## src/rtl/irqPkg.sv

```systemverilog
package irqPkg;

  typedef enum logic [2:0] {
    SEL_VEC_HI  = 3'd0,
    SEL_VEC_LO  = 3'd1,
    SEL_PER_EN  = 3'd2,
    SEL_EXT_EN  = 3'd3,
    SEL_EXT_POL = 3'd4,
    SEL_CFG     = 3'd5,
    SEL_PER_CLR = 3'd6,
    SEL_EXT_CLR = 3'd7
  } regSel_e;

  typedef struct packed {
    logic take;
    logic ret;
    logic retVec;
    logic wVecHi;
    logic wVecLo;
    logic wPerEn;
    logic wExtEn;
    logic wPol;
    logic wCfg;
    logic wPerClr;
    logic wExtClr;
  } ctrlStb_t;

endpackage

```

## src/rtl/irqCtrl.sv

```systemverilog
module irqCtrl
  import irqPkg::*;
(
  input  logic       clk,
  input  logic       rstN,
  input  logic       instrBoundary,
  input  logic       retStrobe,
  input  logic       retUpdateVec,
  input  logic       swiExec,
  input  logic       regWr,
  input  logic [2:0] regSel,
  input  logic       gie,
  input  logic       swEn,
  input  logic       srcHit,
  output ctrlStb_t   stb,
  output logic       takeIrq,
  output logic       pcLoad
);

  logic anyReq;
  regSel_e selE;

  assign selE   = regSel_e'(regSel);
  assign anyReq = srcHit | (swiExec & swEn);

  always_comb begin
    stb         = '0;
    stb.ret     = retStrobe;
    stb.retVec  = retStrobe & retUpdateVec;
    stb.take    = instrBoundary & gie & anyReq & ~retStrobe;
    stb.wVecHi  = regWr && (selE == SEL_VEC_HI);
    stb.wVecLo  = regWr && (selE == SEL_VEC_LO);
    stb.wPerEn  = regWr && (selE == SEL_PER_EN);
    stb.wExtEn  = regWr && (selE == SEL_EXT_EN);
    stb.wPol    = regWr && (selE == SEL_EXT_POL);
    stb.wCfg    = regWr && (selE == SEL_CFG);
    stb.wPerClr = regWr && (selE == SEL_PER_CLR);
    stb.wExtClr = regWr && (selE == SEL_EXT_CLR);
  end

  assign takeIrq = stb.take;
  assign pcLoad  = stb.take | stb.ret;


  take_gated_chk: assert property (@(posedge clk) disable iff (!rstN)
    takeIrq |-> (gie && instrBoundary));


  ret_wins_chk: assert property (@(posedge clk) disable iff (!rstN)
    retStrobe |-> (!takeIrq && pcLoad));

endmodule

```

## src/rtl/irqData.sv

```systemverilog
module irqData
  import irqPkg::*;
#(
  parameter int NPERIPH = 14,
  parameter int NPINS   = 8,
  parameter int PCW     = 16,
  parameter int DW      = 14
) (
  input  logic               clk,
  input  logic               rstN,
  input  ctrlStb_t           stb,
  input  logic [NPERIPH-1:0] periphReq,
  input  logic [NPINS-1:0]   extPins,
  input  logic [PCW-1:0]     curPc,
  input  logic [DW-1:0]      regData,
  output logic               srcHit,
  output logic               gie,
  output logic               swEn,
  output logic [PCW-1:0]     pcNext,
  output logic [PCW-1:0]     vector,
  output logic [PCW-1:0]     savedPc,
  output logic [NPERIPH-1:0] periphPend,
  output logic [NPINS-1:0]   extPend
);

  localparam int HW = PCW / 2;

  logic [HW-1:0]      vecHi, vecLo;
  logic [NPERIPH-1:0] perEn, perClr;
  logic [NPINS-1:0]   extEn, extPol, extPrev, extEdge, extClr;
  logic [PCW-1:0]     incPc;

  assign incPc  = curPc + PCW'(1);
  assign vector = {vecHi, vecLo};
  assign pcNext = stb.ret ? savedPc : vector;
  assign perClr = stb.wPerClr ? regData[NPERIPH-1:0] : '0;
  assign extClr = stb.wExtClr ? regData[NPINS-1:0] : '0;
  assign srcHit = |(periphPend & perEn) | |(extPend & extEn);

  for (genvar i = 0; i < NPINS; i++) begin : g_edge
    assign extEdge[i] = extPol[i] ? (extPins[i] & ~extPrev[i])
                                  : (~extPins[i] & extPrev[i]);
  end

  always_ff @(posedge clk or negedge rstN) begin
    if (!rstN) begin
      vecHi      <= '0;
      vecLo      <= '0;
      savedPc    <= '0;
      gie        <= 1'b0;
      swEn       <= 1'b0;
      perEn      <= '0;
      extEn      <= '0;
      extPol     <= '0;
      extPrev    <= '0;
      periphPend <= '0;
      extPend    <= '0;
    end else begin
      if (stb.wVecHi)      vecHi <= regData[HW-1:0];
      else if (stb.retVec) vecHi <= incPc[PCW-1:HW];
      if (stb.wVecLo)      vecLo <= regData[HW-1:0];
      else if (stb.retVec) vecLo <= incPc[HW-1:0];
      if (stb.take) savedPc <= curPc;
      if (stb.take)      gie <= 1'b0;
      else if (stb.ret)  gie <= 1'b1;
      else if (stb.wCfg) gie <= regData[0];
      if (stb.wCfg)   swEn   <= regData[1];
      if (stb.wPerEn) perEn  <= regData[NPERIPH-1:0];
      if (stb.wExtEn) extEn  <= regData[NPINS-1:0];
      if (stb.wPol)   extPol <= regData[NPINS-1:0];
      extPrev    <= extPins;
      periphPend <= (periphPend & ~perClr) | periphReq;
      extPend    <= (extPend & ~extClr) | extEdge;
    end
  end


  gie_drop_chk: assert property (@(posedge clk) disable iff (!rstN)
    stb.take |=> !gie);


  saved_pc_chk: assert property (@(posedge clk) disable iff (!rstN)
    stb.take |=> (savedPc == $past(curPc)));


  gie_restore_chk: assert property (@(posedge clk) disable iff (!rstN)
    stb.ret |=> gie);


  pend_sticky_chk: assert property (@(posedge clk) disable iff (!rstN)
    !stb.wPerClr |=> ((periphPend & $past(periphPend)) == $past(periphPend)));


  vec_update_chk: assert property (@(posedge clk) disable iff (!rstN)
    (stb.retVec && !stb.wVecLo) |=> (vector[HW-1:0] == $past(incPc[HW-1:0])));

endmodule

```

## src/rtl/irqGateUnit.sv

```systemverilog
module irqGateUnit
  import irqPkg::*;
#(
  parameter int NPERIPH = 14,
  parameter int NPINS   = 8,
  parameter int PCW     = 16,
  parameter int DW      = (NPERIPH > PCW / 2) ? NPERIPH : PCW / 2
) (
  input  logic               clk,
  input  logic               rstN,
  input  logic [NPERIPH-1:0] periphReq,
  input  logic [NPINS-1:0]   extPins,
  input  logic               swiExec,
  input  logic               instrBoundary,
  input  logic               retStrobe,
  input  logic               retUpdateVec,
  input  logic [PCW-1:0]     curPc,
  input  logic               regWr,
  input  logic [2:0]         regSel,
  input  logic [DW-1:0]      regData,
  output logic               takeIrq,
  output logic               pcLoad,
  output logic [PCW-1:0]     pcNext,
  output logic [PCW-1:0]     vector,
  output logic [PCW-1:0]     savedPc,
  output logic               gie,
  output logic [NPERIPH-1:0] periphPend,
  output logic [NPINS-1:0]   extPend
);

  ctrlStb_t stb;
  logic     srcHit;
  logic     swEn;

  irqCtrl uCtrl (
    .clk(clk), .rstN(rstN), .instrBoundary(instrBoundary),
    .retStrobe(retStrobe), .retUpdateVec(retUpdateVec), .swiExec(swiExec),
    .regWr(regWr), .regSel(regSel), .gie(gie), .swEn(swEn), .srcHit(srcHit),
    .stb(stb), .takeIrq(takeIrq), .pcLoad(pcLoad)
  );

  irqData #(.NPERIPH(NPERIPH), .NPINS(NPINS), .PCW(PCW), .DW(DW)) uData (
    .clk(clk), .rstN(rstN), .stb(stb), .periphReq(periphReq),
    .extPins(extPins), .curPc(curPc), .regData(regData), .srcHit(srcHit),
    .gie(gie), .swEn(swEn), .pcNext(pcNext), .vector(vector),
    .savedPc(savedPc), .periphPend(periphPend), .extPend(extPend)
  );

endmodule

```

## config.mk

```make
export PLATFORM = sky130hd
export DESIGN_NAME = irqGateUnit
export DESIGN_NICKNAME = d
export VERILOG_FILES = /design/src/rtl/irqPkg.sv /design/src/rtl/irqCtrl.sv /design/src/rtl/irqData.sv /design/src/rtl/irqGateUnit.sv
export SDC_FILE = /design/constraint.sdc
export NUM_CORES = 1
export LEC_CHECK = 0
export BUFFER_PORTS_ARGS = -buffer_cell sky130_fd_sc_hd__buf_4
export CORE_MARGIN = 10
export CORE_UTILIZATION = 50
export CTS_CLUSTER_SIZE = 12
export DETAILED_ROUTE_END_ITERATION = 7
export GPL_ROUTABILITY_DRIVEN = 0
export GPL_TIMING_DRIVEN = 0
export PLACE_DENSITY_LB_ADDON = 0.3
export SYNTH_ARGS = -nofsm -noshare
export SYNTH_HDL_FRONTEND = slang
export SYNTH_HIERARCHICAL = 1
export SYNTH_SLANG_ARGS = --single-unit
```

## constraint.sdc

```tcl
create_clock -name clk -period 5.75 [get_ports clk]
set_clock_uncertainty 0.05 [all_clocks]
set_input_delay 0.8625 -clock clk [delete_from_list [all_inputs] [get_ports clk]]
set_output_delay 0.8625 -clock clk [all_outputs]
set_load 0.05 [all_outputs]
```

; ---- After elaboration in Yosys (flattened, before gate mapping)
; Cells that the tools add are included.
[totals]
ff_bits = 94
input_bits = 62
output_inout_bits = 73
[classes]
addsub = 1
n_eq_ne = 7
muxes = 18
n_bitwise = 49
n_reduce_logical = 14
[op_table]
columns = cell, count
row1 = $mux W8, 5
row2 = $and A14 B14 Y14, 2
row3 = $and A1 B1 Y1, 21
row4 = $not A1 Y1, 17
row5 = $add A16 B1 Y16 const B, 1
row6 = $and A8 B8 Y8, 2
row7 = $mux W16, 1
row8 = $mux W14, 1
row9 = $not A14 Y14, 1
row10 = $or A14 B14 Y14, 1
row11 = $reduce_or A14 Y1, 1
row12 = $eq A3 B3 Y1 const B, 4
row13 = $mux W1, 11
row14 = $logic_and A1 B1 Y1, 8
row15 = $not A8 Y8, 1
row16 = $or A8 B8 Y8, 1
row17 = $reduce_or A8 Y1, 1
row18 = $eq A3 B2 Y1 const B, 2
row19 = $reduce_bool A2 Y1, 2
row20 = $eq A3 B1 Y1 const B, 1
row21 = $logic_not A3 Y1, 1
row22 = $or A1 B1 Y1, 3
row23 = $reduce_bool A3 Y1, 1

; ---- Depth between registers and ports, before layout
[depth]
depth_word = 7
depth_mapped = 10
mapped_depth_nobuf = 7

; ---- Hierarchy
; Netlist, hierarchy kept.
[modules_own_cells]
columns = module, n_inst, cells_per_inst, area_per_inst_um2, seq_area_each_um2
row1 = irqData, 1, 353, 4246.6, 2352.3
row2 = irqCtrl, 1, 20, 116.4, 0.0

; ---- Worst setup path after synthesis
; Ideal clock, no wire load.
[synth_path]
kind = flip-flop to flip-flop
start = register uData.periphPend[5]
end = register uData.savedPc[10]
setup_ns = 0.125
t_arrival_ns = 3.353
t_required_ns = 5.575
setup_slack_ns = 2.222
stages_incl_launch_ff = 11
n_path_buf = 3
cell_sequence = dfrtp_1 a22o_1 a221oi_1 and4_1 nand4_1 a21oi_1 nor3_1 buf_4 buf_2 buf_2 mux2_2
[synth_via]
elab_chain_cells = 6
[synth_rtl]
columns = element, line
row1 = "start, declared", irqData.sv:22  ; output logic [NPERIPH-1:0] periphPend,
row2 = "start signal, assigned", irqData.sv:72  ; periphPend <= (periphPend & ~perClr) | periphReq;
row3 = $and A14 B14 Y14, irqData.sv:38  ; assign srcHit = |(periphPend & perEn) | |(extPend & extEn);
row4 = $reduce_or A14 Y1, irqData.sv:38
row5 = $or A1 B1 Y1, irqData.sv:38
row6 = via srcHit, irqGateUnit.sv:32  ; logic srcHit;
row7 = $or A1 B1 Y1, irqCtrl.sv:24  ; assign anyReq = srcHit | (swiExec & swEn);
row8 = $and A1 B1 Y1 (2 in series), irqCtrl.sv:30  ; stb.take = instrBoundary & gie & anyReq & ~retStrobe;
row9 = via takeIrq, irqGateUnit.sv:21  ; output logic takeIrq,
row10 = "end signal, assigned", irqData.sv:63  ; if (stb.take) savedPc <= curPc;
row11 = "end, declared", irqData.sv:21  ; output logic [PCW-1:0] savedPc,
; The timed path passes the listed nets, and every way through them passes these cells.
; A chain may end at the register's enable or synchronous reset.

; ---- Worst setup path after layout
[layout_path]
start = register uData.periphPend[5]
end = output port pcLoad
[layout_via]
elab_chain_cells = 7
[layout_rtl]
columns = element, line
row1 = $and A14 B14 Y14, irqData.sv:38
row2 = $reduce_or A14 Y1, irqData.sv:38
row3 = $or A1 B1 Y1, irqData.sv:38
row4 = via srcHit, irqGateUnit.sv:32
row5 = $or A1 B1 Y1, irqCtrl.sv:24
row6 = $and A1 B1 Y1 (2 in series), irqCtrl.sv:30
row7 = $or A1 B1 Y1, irqCtrl.sv:42  ; assign pcLoad = stb.take | stb.ret;
row8 = "end, declared", irqGateUnit.sv:22  ; output logic pcLoad,
; The timed path passes the listed nets, and every way through them passes these cells.

==> flow_summary.html <==
<table>
<tr><th>Metric</th><th>Value</th></tr>
<tr><th colspan="2">Floorplanning</th></tr>
<tr><td>Cell row count</td><td>34</td></tr>
<tr><td>Floorplan die width</td><td>113.4 um</td></tr>
<tr><td>Core region area</td><td>8593 um^2</td></tr>
<tr><td>DIE HEIGHT</td><td>113.4 um</td></tr>
<tr><td>Initial Utilization</td><td>50.77%</td></tr>
<tr><td>Top Ports</td><td>135</td></tr>
<tr><td>DIE AREA</td><td>12860 um^2</td></tr>
<tr><th colspan="2">Power</th></tr>
<tr><td>Cell Pwr Density</td><td>347.0 nW/um^2</td></tr>
<tr><td>Pleak</td><td>2.493 nW</td></tr>
<tr><td>Peak supply drop</td><td>0.0001642 V</td></tr>
<tr><th colspan="2">Logic synthesis</th></tr>
<tr><td>Sequential element share of the synthesized area</td><td>53.91%</td></tr>
<tr><td>Number of flops mapped to enable cells by yosys</td><td>0</td></tr>
<tr><td>Async set-reset flop share out of synthesis</td><td>100.0%</td></tr>
<tr><td>Count of different cell masters after synthesis</td><td>42</td></tr>
<tr><td>Cell count after synthesis</td><td>373</td></tr>
<tr><td>Synthesized area</td><td>4363 um^2</td></tr>
<tr><td>Number of flip-flops and latches in the synthesized netlist</td><td>94</td></tr>
<tr><td>Net count of the mapped netlist</td><td>436</td></tr>
<tr><td>Count of synthesis-stage warnings from yosys</td><td>6</td></tr>
<tr><td>Most used DFF post-synth</td><td>sky130_fd_sc_hd__dfrtp_1</td></tr>
<tr><td>Mean instance size in the synthesized netlist</td><td>11.70 um^2</td></tr>
<tr><th colspan="2">Detailed routing</th></tr>
<tr><td>Detailed-route vias per instance</td><td>5.476</td></tr>
<tr><td>Overall routed net length</td><td>11.72 mm</td></tr>
<tr><td>Total number of vias</td><td>3450</td></tr>
<tr><td>Drt wl/cell</td><td>18.61 um</td></tr>
<tr><td>Detailed-routing iteration count for the pre-antenna-repair pass</td><td>4</td></tr>
<tr><td>First-iteration detailed-routing DRC count</td><td>128</td></tr>
<tr><td>Residual DRC count</td><td>0</td></tr>
<tr><td>ANT nets after route</td><td>0</td></tr>
<tr><th colspan="2">Global route</th></tr>
<tr><td>Number of antenna violations at the first check in global routing</td><td>0</td></tr>
<tr><td>Global-route wire length before repair</td><td>18.44 mm</td></tr>
<tr><td>Pin count of the biggest net entering global routing</td><td>95</td></tr>
<tr><td>Via count of the first global-routing pass</td><td>3598</td></tr>
<tr><td>Gr ovfl total</td><td>0</td></tr>
<tr><td>Combined global-route utilization of all metal layers</td><td>17.57%</td></tr>
<tr><th colspan="2">Clock network</th></tr>
<tr><td>Number of buffers between clock root and the deepest sink</td><td>2</td></tr>
<tr><td>Hold-fix buffers, CTS</td><td>0</td></tr>
<tr><td>CTS tree</td><td>done</td></tr>
<tr><td>Cell chosen for the clock root</td><td>sky130_fd_sc_hd__clkbuf_8</td></tr>
<tr><td>Clock-pin slew of the registers on the worst-case setup and hold paths</td><td>0.09 ns</td></tr>
<tr><td>Post-cts resize count</td><td>0</td></tr>
<tr><td>Number of buffers inserted by post-CTS setup repair</td><td>0</td></tr>
<tr><td>Clock tree sinks</td><td>94</td></tr>
<tr><td>Clock latency reported for the late side of the worst-skew pair</td><td>0.35 ns</td></tr>
<tr><td>CTS HTree Levels</td><td>3</td></tr>
<tr><td>Total clock buffers created by CTS</td><td>9</td></tr>
<tr><th colspan="2">Timing</th></tr>
<tr><td>Setup TNS</td><td>0 ns</td></tr>
<tr><td>Maximum clock rate</td><td>0.3149 GHz</td></tr>
<tr><td>Transition time at the pin with the least slew margin</td><td>1.152 ns</td></tr>
<tr><td>Final Max Slew Viols</td><td>0</td></tr>
<tr><td>Number of endpoints with negative hold slack in the final report</td><td>0</td></tr>
<tr><td>Final critical-path share of the clock period</td><td>55.22%</td></tr>
<tr><td>Normalized max-slew margin</td><td>23.20%</td></tr>
<tr><td>Unrepaired setup endpoints after global routing</td><td>false</td></tr>
<tr><td>Min cycle time layout</td><td>3.175 ns</td></tr>
<tr><td>Number of failing setup endpoints in the final timing report</td><td>0</td></tr>
<tr><th colspan="2">Worst setup path</th></tr>
<tr><td>Critical-path cell with the highest stage delay</td><td>sky130_fd_sc_hd__dfrtp_1</td></tr>
<tr><td>Minimum setup slack among reg-to-reg paths</td><td>3.02 ns</td></tr>
<tr><td>Top cell family by delay on the critical path</td><td>compound AO/OA/AOI/OAI gates</td></tr>
<tr><td>Worst-path maximum fanout</td><td>3</td></tr>
<tr><td>Startpoint of the lowest-slack register-to-register path</td><td>uData/periphPend[5]</td></tr>
<tr><td>Crit path cell chain</td><td>a22o_1, a221oi_1, and4_1, nand4_1, a21oi_1, o21bai_1, buf_4</td></tr>
<tr><td>Critical path start-end classification</td><td>register to primary output</td></tr>
<tr><td>Critical path data arrival time</td><td>2.26 ns</td></tr>
<tr><td>Endpoint of the worst register-to-register path</td><td>uData/savedPc[6]</td></tr>
<tr><td>Buffers plus inverters on the worst setup path</td><td>1</td></tr>
<tr><td>Critical path's largest stage delay</td><td>0.41 ns</td></tr>
<tr><td>CP endpoint kind</td><td>primary output</td></tr>
<tr><td>Crit path required time</td><td>4.84 ns</td></tr>
<tr><td>Startpoint class of the critical path</td><td>register</td></tr>
<tr><td>FF-to-FF path depth</td><td>10</td></tr>
<tr><th colspan="2">Worst hold path</th></tr>
<tr><td>Hold Path Cell Cnt</td><td>1</td></tr>
<tr><td>Worst Hold Path EP</td><td>uData/extPend[0]</td></tr>
<tr><td>Source of the worst hold timing path</td><td>uData/extPrev[0]</td></tr>
<tr><td>Hold Crit Class</td><td>register to register</td></tr>
<tr><th colspan="2">Cells and area</th></tr>
<tr><td>Number of standard cells in the layout, taps in and fillers out</td><td>630</td></tr>
<tr><td>Share of final-layout standard cells stronger than drive strength 1</td><td>44.25%</td></tr>
<tr><td>Final nets</td><td>580</td></tr>
<tr><td>Filler cell count in the final layout</td><td>691</td></tr>
<tr><td>Most common cell after layout, fill and taps aside</td><td>sky130_fd_sc_hd__buf_4</td></tr>
<tr><td>P&amp;R area growth vs syn</td><td>30.46%</td></tr>
<tr><td>Number of antenna cells inserted</td><td>0</td></tr>
<tr><td>Multi-input gate area in the final layout</td><td>1887 um^2</td></tr>
<tr><td>Area taken by flip-flops and latches</td><td>2352 um^2</td></tr>
<tr><td>Leading cell types in the layout, fill and taps excluded</td><td>sky130_fd_sc_hd__buf_4, sky130_fd_sc_hd__dfrtp_1, sky130_fd_sc_hd__mux2_2</td></tr>
<tr><th colspan="2">Placed design</th></tr>
<tr><td>Dpl hpwl</td><td>8.912 mm</td></tr>
<tr><td>Placed insts</td><td>614</td></tr>
<tr><td># port buffers</td><td>133</td></tr>
<tr><th colspan="2">Job</th></tr>
<tr><td>Count of maximum capacitance violations</td><td>0</td></tr>
<tr><th colspan="2">Run status</th></tr>
<tr><td>Result of the run</td><td>complete, no violations</td></tr>
</table>
[kinds of logic after synthesis]
family	after synthesis	synth area share, %
buffers and inverters	22	2.839
adder cells (fa/ha/maj)	1	0.2867
AND/OR/NAND/NOR	104	12.19
multiplexers	69	17.64
XOR/XNOR	11	2.208
flip-flops	94	53.91
AO/OA/AOI/OAI	72	10.93
[flip-flops by register name (all words and copies together), names as in the netlist]
| name | flops |
|---|---|
| uData/periphPend | 14 |
| uData/savedPc | 16 |
| uData/vecHi | 8 |
| uData/extEn | 8 |
| uData/gie | 1 |
| uData/swEn | 1 |
| uData/extPrev | 8 |
| uData/vecLo | 8 |
| uData/perEn | 14 |
| uData/extPol | 8 |
| uData/extPend | 8 |
[layer usage]
metal | global-route usage, % | vias up | routed length (um)
li1 | - | 1629 | -
met1 | 21.13 | 1684 | 4915
met2 | 29.26 | 125 | 5698
met3 | 5.932 | 12 | 983
met4 | 5.161 | 0 | 127
met5 | 0 | - | 0
[per-stage QoR]
| step | utilization [%] | worst slack (ns) | power, mW | cell area, um^2 | hold slack, ns |
|---|---|---|---|---|---|
| 2_1_floorplan | - | 2.222 | 1.308 | 4363 | 0.3860 |
| 3_3_place_gp | 63.96 | 2.697 | 1.541 | 5497 | 0.3911 |
| 3_5_place_dp | 63.96 | 2.683 | 1.559 | 5497 | 0.3995 |
| 4_1_cts | 66.23 | 2.597 | 1.991 | 5692 | 0.4116 |
| 5_1_grt | 66.23 | 2.458 | 2.063 | 5692 | 0.4374 |
| 6_report | 66.23 | 2.575 | 1.975 | 5692 | 0.4139 |
[worst reg2reg max path, delay by kind of cell, from the launching register on]
family                 cells  cell delay [ns]
AND/OR/NAND/NOR            3             0.51
buffers and inverters      3             0.55
AO/OA/AOI/OAI              3             0.79
multiplexers               1             0.30
flip-flops                 1             0.41
[worst max-delay path by stage]
stage / from / end / slack, ns / depth (start not counted)
finish: uData/periphPend[5] / pcLoad / 2.57 / 7
global route: uData/perEn[5] / takeIrq / 2.46 / 7
CTS: uData/periphPend[5] / pcLoad / 2.60 / 7
detailed placement: retStrobe / pcNext[12] / 2.68 / 6
global placement: retStrobe / pcNext[11] / 2.70 / 6
floorplan: uData/periphPend[5] / uData/savedPc[10] / 2.22 / 10
[cell usage after synthesis, types with 2 or more instances]
library cell / n / share of area, %
sky130_fd_sc_hd__nand2b_1: 5 / 0.72
sky130_fd_sc_hd__nand2_1: 44 / 3.8
sky130_fd_sc_hd__o21ai_0: 22 / 2.5
sky130_fd_sc_hd__xnor2_1: 2 / 0.40
sky130_fd_sc_hd__and3_1: 3 / 0.43
sky130_fd_sc_hd__mux2i_1: 6 / 1.4
sky130_fd_sc_hd__nor2_1: 17 / 1.5
sky130_fd_sc_hd__mux2_2: 63 / 16
sky130_fd_sc_hd__xor2_1: 9 / 1.8
sky130_fd_sc_hd__a22oi_1: 11 / 1.9
sky130_fd_sc_hd__and2_1: 2 / 0.29
sky130_fd_sc_hd__nand4_1: 8 / 1.1
sky130_fd_sc_hd__and4_1: 4 / 0.80
sky130_fd_sc_hd__a21oi_1: 10 / 1.1
sky130_fd_sc_hd__buf_6: 3 / 0.77
sky130_fd_sc_hd__a22o_1: 4 / 0.80
sky130_fd_sc_hd__nor3_1: 2 / 0.23
sky130_fd_sc_hd__buf_4: 2 / 0.34
sky130_fd_sc_hd__nor2b_1: 2 / 0.29
sky130_fd_sc_hd__nand3_1: 2 / 0.23
sky130_fd_sc_hd__clkbuf_1: 7 / 0.60
sky130_fd_sc_hd__a221oi_1: 4 / 0.80
sky130_fd_sc_hd__dfrtp_1: 94 / 54
sky130_fd_sc_hd__a21o_1: 14 / 2.4
sky130_fd_sc_hd__nor3b_1: 8 / 1.4
sky130_fd_sc_hd__buf_2: 9 / 1.0
[power by group]
group          switching [mW]  leakage (nW)  internal, mW
logic                   0.445          1.34         0.257
clock network           0.231        0.0933         0.204
registers              0.0729          1.06         0.767
[layout make-up]
class / count / area share (%)
Buffer: 21 / 2.110
Timing Repair Buffer: 133 / 17.54
Sequential cell: 94 / 41.33
Clock inverter: 6 / 1.187
Inverter: 1 / 0.06595
Clock buffer: 10 / 2.242
Tap cell: 108 / 2.374
Multi-Input combinational cell: 257 / 33.15
(Power assumes the default switching activity.)
